### src/rtl/trap_arb_pkg.sv
package trap_arb_pkg;
    localparam int NSRC  = 15;
    localparam int IDX_W = $clog2(NSRC + 1);
    localparam int IRQ_IDX = NSRC;

    localparam int S_RED = 0;
    localparam int S_ODD = 1;
    localparam int S_NXM = 2;
    localparam int S_MMU = 3;
    localparam int S_PAR = 4;
    localparam int S_PRV = 5;
    localparam int S_ILL = 6;
    localparam int S_BPT = 7;
    localparam int S_IOT = 8;
    localparam int S_EMT = 9;
    localparam int S_TRP = 10;
    localparam int S_TRC = 11;
    localparam int S_YEL = 12;
    localparam int S_PWR = 13;
    localparam int S_FPE = 14;

    function automatic logic [NSRC-1:0] bm(input int i);
        return NSRC'(1) << i;
    endfunction

    // vector of each source, octal
    function automatic logic [15:0] src_vector(input int i);
        case (i)
            S_MMU:        return 16'o250;
            S_PAR:        return 16'o114;
            S_ILL:        return 16'o10;
            S_BPT, S_TRC: return 16'o14;
            S_IOT:        return 16'o20;
            S_EMT:        return 16'o30;
            S_TRP:        return 16'o34;
            S_PWR:        return 16'o24;
            S_FPE:        return 16'o244;
            default:      return 16'o4;
        endcase
    endfunction

    // pending requests removed when source i is serviced
    function automatic logic [NSRC-1:0] src_clear(input int i);
        logic [NSRC-1:0] tail;
        tail = bm(S_PAR) | bm(S_YEL) | bm(S_TRC);
        case (i)
            S_RED: return bm(S_RED) | bm(S_ODD) | bm(S_NXM) | bm(S_MMU) | tail;
            S_ODD: return bm(S_ODD) | bm(S_NXM) | bm(S_MMU) | tail;
            S_NXM: return bm(S_NXM) | bm(S_MMU) | tail;
            S_MMU: return bm(S_MMU) | tail;
            S_PAR: return tail;
            S_PRV, S_ILL, S_BPT, S_IOT, S_EMT, S_TRP: return bm(i) | bm(S_TRC);
            default: return bm(i);
        endcase
    endfunction

    // does servicing source i capture the vector
    function automatic logic src_loads_mmr2(input int i);
        return !(i >= S_PRV && i <= S_TRP);
    endfunction
endpackage

### src/rtl/trap_prio_pick.sv
module trap_prio_pick #(
    parameter int N     = 15,
    parameter int IDX_W = 4
) (
    input  logic [N-1:0]     req_i,
    output logic             any_o,
    output logic [IDX_W-1:0] idx_o
);
    always_comb begin
        any_o = 1'b0;
        idx_o = '0;
        for (int k = N - 1; k >= 0; k--) begin
            if (req_i[k]) begin
                any_o = 1'b1;
                idx_o = IDX_W'(k);
            end
        end
    end
endmodule

### src/rtl/trap_src_lookup.sv
module trap_src_lookup
    import trap_arb_pkg::*;
#(
    parameter int N     = NSRC,
    parameter int IDX_W = 4,
    parameter int VEC_W = 16
) (
    input  logic [IDX_W-1:0] idx_i,
    output logic [VEC_W-1:0] vec_o,
    output logic [N-1:0]     clr_o,
    output logic             mmr2_o
);
    logic [VEC_W-1:0] vtab [N];
    logic [N-1:0]     ctab [N];
    logic [N-1:0]     mtab;

    for (genvar g = 0; g < N; g++) begin : g_src
        assign vtab[g] = VEC_W'(src_vector(g));
        assign ctab[g] = N'(src_clear(g));
        assign mtab[g] = src_loads_mmr2(g);
    end

    always_comb begin
        vec_o  = '0;
        clr_o  = '0;
        mmr2_o = 1'b0;
        for (int k = 0; k < N; k++) begin
            if (idx_i == IDX_W'(k)) begin
                vec_o  = vtab[k];
                clr_o  = ctab[k];
                mmr2_o = mtab[k];
            end
        end
    end
endmodule

### src/rtl/trap_arbiter.sv
module trap_arbiter
    import trap_arb_pkg::*;
#(
    parameter int VEC_W = 16
) (
    input  logic             clk_i,
    input  logic             rst_ni,
    input  logic [NSRC-1:0]  set_i,
    input  logic             kstk_abort_i,
    input  logic             ack_i,
    input  logic             mm_frozen_i,
    input  logic             irq_i,
    input  logic [VEC_W-1:0] irq_vec_i,
    output logic             valid_o,
    output logic [IDX_W-1:0] grant_o,
    output logic [VEC_W-1:0] vec_o,
    output logic             clr_mmr1_o,
    output logic             ld_mmr2_o
);
    localparam logic [IDX_W-1:0] IRQ_CODE = IDX_W'(IRQ_IDX);
    localparam logic [NSRC-1:0]  RED_GROUP = src_clear(S_RED);

    typedef struct packed {
        logic [NSRC-1:0]  pending;
        logic             valid;
        logic [IDX_W-1:0] grant;
        logic [VEC_W-1:0] vec;
    } arb_state_t;

    arb_state_t st_d, st_q;

    logic             cand_any;
    logic [IDX_W-1:0] cand_idx;
    logic [VEC_W-1:0] cand_vec;
    logic [NSRC-1:0]  cand_clr_unused;
    logic             cand_m2_unused;
    logic [VEC_W-1:0] gr_vec_unused;
    logic [NSRC-1:0]  gr_clr;
    logic             gr_m2;

    trap_prio_pick #(.N(NSRC), .IDX_W(IDX_W)) u_pick (
        .req_i (st_q.pending),
        .any_o (cand_any),
        .idx_o (cand_idx)
    );

    trap_src_lookup #(.N(NSRC), .IDX_W(IDX_W), .VEC_W(VEC_W)) u_cand_tab (
        .idx_i  (cand_idx),
        .vec_o  (cand_vec),
        .clr_o  (cand_clr_unused),
        .mmr2_o (cand_m2_unused)
    );

    trap_src_lookup #(.N(NSRC), .IDX_W(IDX_W), .VEC_W(VEC_W)) u_grant_tab (
        .idx_i  (st_q.grant),
        .vec_o  (gr_vec_unused),
        .clr_o  (gr_clr),
        .mmr2_o (gr_m2)
    );

    logic            take_ack;
    logic            is_irq;
    logic [NSRC-1:0] pend;

    always_comb begin
        st_d       = st_q;
        take_ack   = st_q.valid & ack_i;
        is_irq     = (st_q.grant == IRQ_CODE);
        pend       = st_q.pending;
        clr_mmr1_o = 1'b0;
        ld_mmr2_o  = 1'b0;

        if (take_ack) begin
            if (!is_irq) begin
                pend = pend & ~gr_clr;
            end
            st_d.valid = 1'b0;
            clr_mmr1_o = ~mm_frozen_i;
            ld_mmr2_o  = ~mm_frozen_i & (is_irq | gr_m2);
        end

        pend = pend | set_i;
        if (kstk_abort_i) begin
            pend = (pend & ~RED_GROUP) | NSRC'(1);
        end
        st_d.pending = pend;

        if (!st_q.valid) begin
            if (cand_any) begin
                st_d.valid = 1'b1;
                st_d.grant = cand_idx;
                st_d.vec   = cand_vec;
            end else if (irq_i) begin
                st_d.valid = 1'b1;
                st_d.grant = IRQ_CODE;
                st_d.vec   = irq_vec_i;
            end
        end
    end

    always_ff @(posedge clk_i) begin
        if (!rst_ni) begin
            st_q <= '0;
        end else begin
            st_q <= st_d;
        end
    end

    assign valid_o = st_q.valid;
    assign grant_o = st_q.grant;
    assign vec_o   = st_q.vec;
endmodule

### config.mk
export PLATFORM = sky130hd
export DESIGN_NAME = trap_arbiter
export DESIGN_NICKNAME = d
export VERILOG_FILES = /design/src/rtl/trap_arb_pkg.sv /design/src/rtl/trap_prio_pick.sv /design/src/rtl/trap_src_lookup.sv /design/src/rtl/trap_arbiter.sv
export SDC_FILE = /design/constraint.sdc
export NUM_CORES = 1
export LEC_CHECK = 0
export BUFFER_PORTS_ARGS = -buffer_cell sky130_fd_sc_hd__buf_2
export CORE_UTILIZATION = 50
export DETAILED_ROUTE_END_ITERATION = 8
export PLACE_DENSITY = 0.78
export RECOVER_POWER = 100
export SYNTH_ARGS = -nofsm -noshare
export SYNTH_HDL_FRONTEND = slang
export SYNTH_SLANG_ARGS = --single-unit
### constraint.sdc
create_clock -name clk_i -period 5.3 [get_ports clk_i]
set_clock_uncertainty 0.2 [all_clocks]
set_input_delay 0.795 -clock clk_i [delete_from_list [all_inputs] [get_ports clk_i]]
set_output_delay 0.795 -clock clk_i [all_outputs]
set_load 0.005 [all_outputs]
==> results.md <==
- Worst R2R Path Depth: 5
- Share of the synthesized area in the top cell type: 36.48%
- Cell Rows: 22
- CTS tree: built
- Number of DRC markers in iteration 0: 114
- Crit path DAT: 3.16 ns
- Hold EP: vec_o[2]$_SDFFE_PN0P_
- RR Endpoint: vec_o[4]$_SDFFE_PN0P_
- Fillers: 360
- Drt total wl: 4.480 mm
- Cell with the most instances after synthesis: dfxtp_1
- Compound-Gate Fraction of Synth Area: 28.06%
- First-pass GRT wire length: 7.251 mm
- Largest net degree at the start of global routing: 33
- Number of global-route vias before repair: 1,567
- Tmin final: 3.141 ns
- Pins over their slew limit: 0
- Clk sinks: 36
- Area leader, netlist: dfxtp_1
- Synth Area per Inst: 8.703 sq um
- Cts hold-fix bufs: 0
- Die area: 0.004207 sq mm
- Netlist cell types: 52
- Crit. End Element: flip-flop
- Worst Hold Path Cells: 1
- Diodes inserted: 0
- Pwr dens: 331.7 mW/mm^2
- Antenna violations before repair: 0
- CORE AREA: 0.003716 sq mm
- Area Overhead vs Synth: 14.25%
- Syn Inst Count: 227
- Detailed-route DRC error count: 0
- Reg clk slew, reported paths: 0.07 ns
- Sequential share of the synthesized area: 36.48%
- Total power: 0.7487 mW
- Sequential fraction of design power: 40.9%
- Crit Path Class: flip-flop to flip-flop
- Part of the power in the clock network: 44.9%
- WL/cell: 14.22 microns
- CTS HTree Levels: 2
- Setup tns final: 0 ns
- Final period util: 59.27%
- Reg2reg start: st_q[23]$_SDFF_PP0_
- Maximum buffer depth of the clock tree: 2
- Fmax: 318.3 MHz
- Post-synthesis xor/xnor area fraction: 0%
- Commonest cells in the netlist: dfxtp_1, buf_4, a21oi_1, nor2_1
- Hold path startpoint: vec_o[2]$_SDFFE_PN0P_
- Cells resized by post-CTS repair: 0
- Setup violators final: 0
- CTS root buf: clkbuf_8
- Clock Latency Late Sink: 0.29 ns
- P_int: 0.5705 mW
- Worst Hold Class: flip-flop to flip-flop
- Post-synthesis adder-cell area fraction: 0%
- Maximum fanout along the worst path: 11
- ANT nets after route: 0
- Syn nets: 264
- Comb power frac: 14.2%
- Nets: 303
- Cts bufs inserted: 5
- Top_reg_cell synth: dfxtp_1
- Dominant cells by area after synthesis: dfxtp_1, buf_4, a21oi_1, a22oi_1, o21a_1
- Multi-input logic area: 0.001015 sq mm
- Status: complete, no violations
- GPL Wtd Cong: 0.8726
- Setup bufs post-CTS: 0
- Share of layout cells above drive strength 1: 25.84%
- Synth Warn #: 0
- Register area: 720.7 sq um
- DRT Pass-1 Iters: 5
- Overall die height: 64.86 microns
- Initial core utilization: 53.16%
- Post-DP HPWL: 3.264 mm
- Worst-case register-to-register setup slack: 2.16 ns
- Net Sw Frac: 23.80%
- Post-Layout Cell Count: 315
- Vias: 1,779
- Worst slew pin tran: 1.217 ns
- Multiplexer share of the synthesized area: 0%
- Largest family of logic cells by synthesized area: compound AO/OA/AOI/OAI gates
- Async set or reset register ratio after synthesis: 0%
- VDD IR-drop max: 220.4 uV
- Place WS: 2.780 ns
- Startpoint types: flip-flop
- Max_cap viols: 0
- Sw Pwr: 0.1782 mW
- Via density: 5.648
- Lkg Pwr: 0.9026 nW
- I/O Buffers: 59
- Io pins: 60
- Placed insts: 307
- Final hold slack: 0.3293 ns
- Unrepaired setup endpoints after global routing: false
- Final Hold Fails: 0
- GRT Total Usage: 22.61%
- Number of synthesized register bits: 36
- Synth Area in Simple Gates: 24.26%
- Post-synth EDFFs: 0
- Gr ovfl total: 0
- Setup ws final: 2.159 ns
- Worst slew margin: 18.84%
- Crit path required time: 5.32 ns
- Synth Cell Area: 0.001976 sq mm
- Die X: 64.86 microns
## metal layers
layer,part of all wire [%],wire [microns],global-route usage [%]
met5,0,0,0
met4,0.83,37,6.667
met3,4.5,201,4.930
met2,45,2024,34.24
met1,49,2216,31.78
## metrics by stage
step                      utilization [%]  cell area [sq um]
final                               60.74               2257
after global routing                60.74               2257
after CTS                           61.65               2291
after detailed placement            57.37               2132
after global placement              57.37               2132
after floorplan                         -               1976
## state kept, by name, summed over array words and instances (netlist names)
name,flops
st_q,15
grant_o,4
vec_o,16
valid_o,1
## power groups by stage
stage / logic (mW) / registers [mW] / clock network (mW)
after floorplan: 0.0855 / 0.304 / 0
after global placement: 0.106 / 0.312 / 0
after detailed placement: 0.107 / 0.312 / 0
after CTS: 0.108 / 0.306 / 0.339
after global routing: 0.119 / 0.308 / 0.353
final: 0.107 / 0.306 / 0.336
## how the worst max path moves through the flow
stage                                  from                     to  slack, ns  depth (start not counted)
finish                  st_q[23]$_SDFF_PP0_  vec_o[4]$_SDFFE_PN0P_       2.16                          5
global route            st_q[24]$_SDFF_PP0_  vec_o[0]$_SDFFE_PN0P_       1.85                          5
CTS                 grant_o[0]$_SDFFE_PN0P_              ld_mmr2_o       2.76                          4
detailed placement                    irq_i  vec_o[4]$_SDFFE_PN0P_       2.78                          5
global placement                      irq_i  vec_o[4]$_SDFFE_PN0P_       2.83                          5
floorplan                             ack_i              ld_mmr2_o       3.08                          2
## cells in the final DEF, fill, tap and decap left out, types with 2 or more instances in the layout
cell,n
o21ai_0,11
or4_4,2
nand4b_1,2
dfxtp_1,36
nor2_1,19
a21boi_0,3
bufinv_16,3
nor4_1,6
o2111ai_1,2
clkbuf_8,5
nor3b_1,2
nand2b_1,6
clkbuf_1,12
nor3_1,4
a22oi_1,11
inv_1,6
nand2_1,13
o21a_1,11
o31a_1,2
or2_2,2
nor2b_1,13
o221a_2,2
buf_2,47
a21oi_1,20
o211ai_1,2
or4_1,2
## worst max-delay path, stage by stage, from the launching register on
cell,delay [ns]
dfxtp_1,0.38
nor4_1,1.01
nand3_2,0.19
nor3_1,0.97
a22oi_1,0.14
a21boi_0,0.19
## kinds of logic (layout without fill, tap and decap cells)
family	after synthesis	after routing
simple gates	80	80
compound gates	78	78
flops	36	36
buf+inv	33	73
## final cells by class
| cell class | count | share of cell area, % |
|---|---|---|
| Clock buffer | 5 | 3.049 |
| Clock inverter | 3 | 3.991 |
| Inverter | 6 | 0.9978 |
| Multi-Input combinational cell | 158 | 44.96 |
| Sequential cell | 36 | 31.93 |
| Tap cell | 48 | 2.661 |
| Timing Repair Buffer | 59 | 12.42 |
No activity file was read; power rests on OpenSTA's default activity.
